--- src/rtl/cdsec_pkg.sv ---
package cdsec_pkg;

  localparam int SYNC_LEN   = 12;
  localparam int HDR_LEN    = 4;
  localparam int SUBHDR_LEN = 8;
  localparam int EDC_LEN    = 4;
  localparam int FORM_BIT   = 5;
  localparam int LFSR_W     = 15;
  localparam logic [LFSR_W-1:0] LFSR_SEED = LFSR_W'(1);
  localparam logic [31:0] EDC_POLY_R = 32'hD801_8001;

  typedef struct packed {
    logic       rsvd;
    logic       crc_checked;
    logic       any_flag;
    logic       form2;
    logic [1:0] mode;
    logic       hdr_err;
    logic       crc_fail;
  } sec_status_t;

  function automatic logic [7:0] bit_rev(input logic [7:0] b);
    logic [7:0] r;
    for (int i = 0; i < 8; i++) r[i] = b[7-i];
    return r;
  endfunction

  function automatic logic [LFSR_W-1:0] lfsr_adv8(input logic [LFSR_W-1:0] s);
    logic [LFSR_W-1:0] t;
    t = s;
    for (int i = 0; i < 8; i++) t = {t[0] ^ t[1], t[LFSR_W-1:1]};
    return t;
  endfunction

  function automatic logic [31:0] edc_update(input logic [31:0] c, input logic [7:0] b,
                                             input logic [31:0] poly);
    logic [31:0] t;
    t = c ^ {24'd0, b};
    for (int i = 0; i < 8; i++) t = t[0] ? ((t >> 1) ^ poly) : (t >> 1);
    return t;
  endfunction

  function automatic logic [7:0] sync_pattern(input int idx);
    return (idx == 0 || idx == SYNC_LEN - 1) ? 8'h00 : 8'hFF;
  endfunction

  function automatic logic [31:0] edc_sync_seed();
    logic [31:0] c;
    c = '0;
    for (int i = 0; i < SYNC_LEN; i++) c = edc_update(c, sync_pattern(i), EDC_POLY_R);
    return c;
  endfunction

endpackage

--- src/rtl/cdsec_sync_detect.sv ---
module cdsec_sync_detect
  import cdsec_pkg::*;
#(
  parameter int PAT_LEN = SYNC_LEN
) (
  input  logic       clk,
  input  logic       rst_n,
  input  logic       take,
  input  logic [7:0] byte_in,
  output logic       hit
);
  localparam int CW = $clog2(PAT_LEN);
  localparam logic [CW-1:0] LAST = CW'(PAT_LEN - 1);

  logic [CW-1:0] idx;
  logic [7:0]    want;

  always_comb want = (idx == '0 || idx == LAST) ? 8'h00 : 8'hFF;
  always_comb hit  = take && (idx == LAST) && (byte_in == 8'h00);

  always_ff @(posedge clk or negedge rst_n) begin
    if (!rst_n) begin
      idx <= '0;
    end else if (take) begin
      if (byte_in == want) idx <= (idx == LAST) ? '0 : idx + CW'(1);
      else                 idx <= (byte_in == 8'h00) ? CW'(1) : '0;
    end
  end
endmodule

--- config.mk ---
export PLATFORM = sky130hd
export DESIGN_NAME = cdsec_sync_detect
export DESIGN_NICKNAME = d
export VERILOG_FILES = /design/src/rtl/cdsec_pkg.sv /design/src/rtl/cdsec_sync_detect.sv
export SDC_FILE = /design/constraint.sdc
export NUM_CORES = 1
export LEC_CHECK = 0
export ABC_AREA = 1
export BUFFER_PORTS_ARGS = -buffer_cell sky130_fd_sc_hd__buf_2
export CORE_AREA = 2 2 39 41
export CTS_BUF_LIST = sky130_fd_sc_hd__clkbuf_2
export CTS_CLUSTER_DIAMETER = 60
export DETAILED_ROUTE_END_ITERATION = 6
export DIE_AREA = 0 0 41 43
export GPL_TIMING_DRIVEN = 0
export PLACE_DENSITY_LB_ADDON = 0.2
export SLEW_MARGIN = 20
export SYNTH_ARGS = -nofsm -noshare
export SYNTH_HDL_FRONTEND = slang
export SYNTH_SLANG_ARGS = --single-unit
--- constraint.sdc ---
create_clock -name clk -period 3.4 [get_ports clk]
set_input_delay 0.51 -clock clk [delete_from_list [all_inputs] [get_ports clk]]
set_output_delay 0.51 -clock clk [all_outputs]
set_load 0.02 [all_outputs]
==> qor.csv <==
stage;metric;value;unit
outcome;status;finished clean;
final_layout;fin_util;31.3;%
cts;cts_tree;built;
yosys;ys_types;13;
timing;tightest_slew;0.202;ns
critical_path;crit_family;flip-flops;
power;ir_worst_vdd;0.109;mV
global_route;grt_pass1_wl;1160;µm
timing;fmax;533;MHz
timing;setup_tns;0;ns
placed_design;gp_congestion;0.733;
die;die_h;43;µm
die;ios;12;
global_route;globalRoute.totalOverflow;0;
critical_path;crit_path_max_fanout;4;
critical_path;cp.required;2.89;ns
placed_design;dpl.hpwl;567;µm
timing;hold_viol;0;
yosys;synth.area.top_cells;dfrtp_1 29%, nand2_1 23%, nor2_1 14%;
cts;cts_resized;0;
critical_path;cp.depth;4;
cts;cts_buffers;3;
critical_path;worstSetupPathType;reg2out;
routing;routed_wl;636;µm
routing;ant_nets;0;
timing;setup_violations;0;
final_layout;antenna_cells;0;
timing;slew_headroom;86.4;%
power;power.leakage;0.000254;µW
timing;rsz0062_at_grt;no;
final_layout;drive_gt1_share;26.8;%
critical_path;rr_worst_depth;9;
critical_path;slowest_stage;dfrtp_1;
global_route;grt_antenna_before_repair;0;
yosys;ys_ff_latch;4;
yosys;syn-mean-instance-area;6.01;µm²
routing;drt_iter0_drc;2;
global_route;grt_max_degree;7;
global_route;grt_pass1_vias;314;
timing;min_period_over_period;55.2;%
critical_path;max_stage_delay;0.38;ns
cts;ctsLongestPathBuffers;2;
critical_path;critPathBufInv;1;
cts;post_cts.repair.setup_buffers;0;
cts;clock-sinks;4;
yosys;synthesis.instances;57;
yosys;yosysWarnings;0;
die;rows;14;
cts;htreeDepth;1;
routing;drc;0;
cts;clock_latency;0.20;ns
cts;clockRootBuffer;clkbuf_2;
yosys;netlist_area;343;µm²
final_layout;reg.largest.list;idx (4);
yosys;synth_top_cell_by_area;dfrtp_1;
final_layout;largest_reg_flops;4;
min_path;hold_path.class;in2async;
final_layout;top_register;idx;
critical_path;path_cells;ha_1 > nand3_2 > nor4_1 > buf_2;
cts;clk_pin_slew;0.04;ns
timing;period_needed;1.88;ns
power;power;101;µW
routing;dr.pass1.iters;3;
die;die_w;41;µm
routing;vias;361;
yosys;synth_top_area_share;29.2;%
yosys;synth_nets;70;
cts;holdBufCountCts;0;
power;power.density;234;nW/µm²
critical_path;end_kind;output port;
die;die_area;1760;µm²
final_layout;nets;86;
timing;skew;0.000468;ns
global_route;gr-usage-all-layers;9.49;%
yosys;yosysSeqAreaShare;29.2;%
die;core_area;1380;µm²
final_layout;syn_to_final_growth;26.3;%
job;maxCapViolations;0;
timing;drv_slew;0;
routing;routed_via_density;4.15;
critical_path;cp.arrival;1.37;ns
die;start_util;24.8;%
routing;wl_per_cell;7.31;µm
critical_path;start_kind;flop;
placed_design;io_buffers;11;
==> area by class of cell <==
type	count	area [µm²]
flip-flops and latches	4	100
clock buffers	3	15.0
fillers	160	951
well taps	16	20.0
inverters	7	26.3
repair buffers	11	55.1
multi-input cells	46	216
==> kinds of logic after synthesis <==
family                   count (synthesis)  share of synthesized area (%)
adder cells (fa/ha/maj)                  2                           7.30
XOR/XNOR                                 1                           2.56
AO/OA/AOI/OAI                            2                           2.92
AND/OR/NAND/NOR                         41                           50.4
flip-flops                               4                           29.2
buffers and inverters                    7                           7.66
==> synthesized netlist by cell type <==
library cell   n
nand2_1       21
nor2_1        13
inv_1          6
dfrtp_1        4
nand2_2        3
ha_1           2
nand3_1        2
a21oi_1        1
inv_2          1
nand3_2        1
nor4_1         1
o21ai_1        1
xor2_1         1
==> final timing paths <==
kind / slack [ns] / start / end
max in group asynchronous: 3.18 / rst_n / idx[2]
worst min-delay path: 0.11 / rst_n / idx[1]
worst max-delay path: 1.52 / idx[0] / hit
min in group clk: 0.54 / idx[1] / idx[1]
worst min register to register: 0.54 / idx[1] / idx[1]
worst max register to register: 2.11 / idx[0] / idx[0]
==> cell usage in the layout, fill, tap and decap left out <==
cell type / n
nand2_1: 21
nor2_1: 13
buf_2: 11
inv_1: 6
dfrtp_1: 4
nand2_2: 3
clkbuf_2: 3
nand3_1: 2
ha_1: 2
nand3_2: 1
nor4_1: 1
inv_2: 1
a21oi_1: 1
o21ai_1: 1
xor2_1: 1
==> report_power, final <==
group	internal [µW]	leakage [µW]	switching [µW]
clock	23.7	0.0000125	16.9
combinational	5.85	0.000186	6.75
sequential	47.9	0.0000559	0.0504
==> through the flow <==
stage / instance area [µm²] / worst slack [ns] / hold slack [ns] / instances
CTS: 433 / 1.48 / 0.0937 / 87
global route: 433 / 1.37 / 0.101 / 87
global placement: 418 / 1.65 / 0.317 / 84
floorplan: 343 / 1.51 / 0.214 / 57
finish: 433 / 1.52 / 0.108 / 87
detailed placement: 418 / 1.66 / 0.318 / 84
==> routing by layer <==
metal | share of wire [%] | up-vias | track usage (%)
li1 | - | 202 | -
met1 | 43 | 153 | 12.8
met2 | 53 | 6 | 14.4
met3 | 3.6 | 0 | 0
met4 | 0 | 0 | 6.00
met5 | 0 | - | 0
Power figures use the tool's default switching activity.
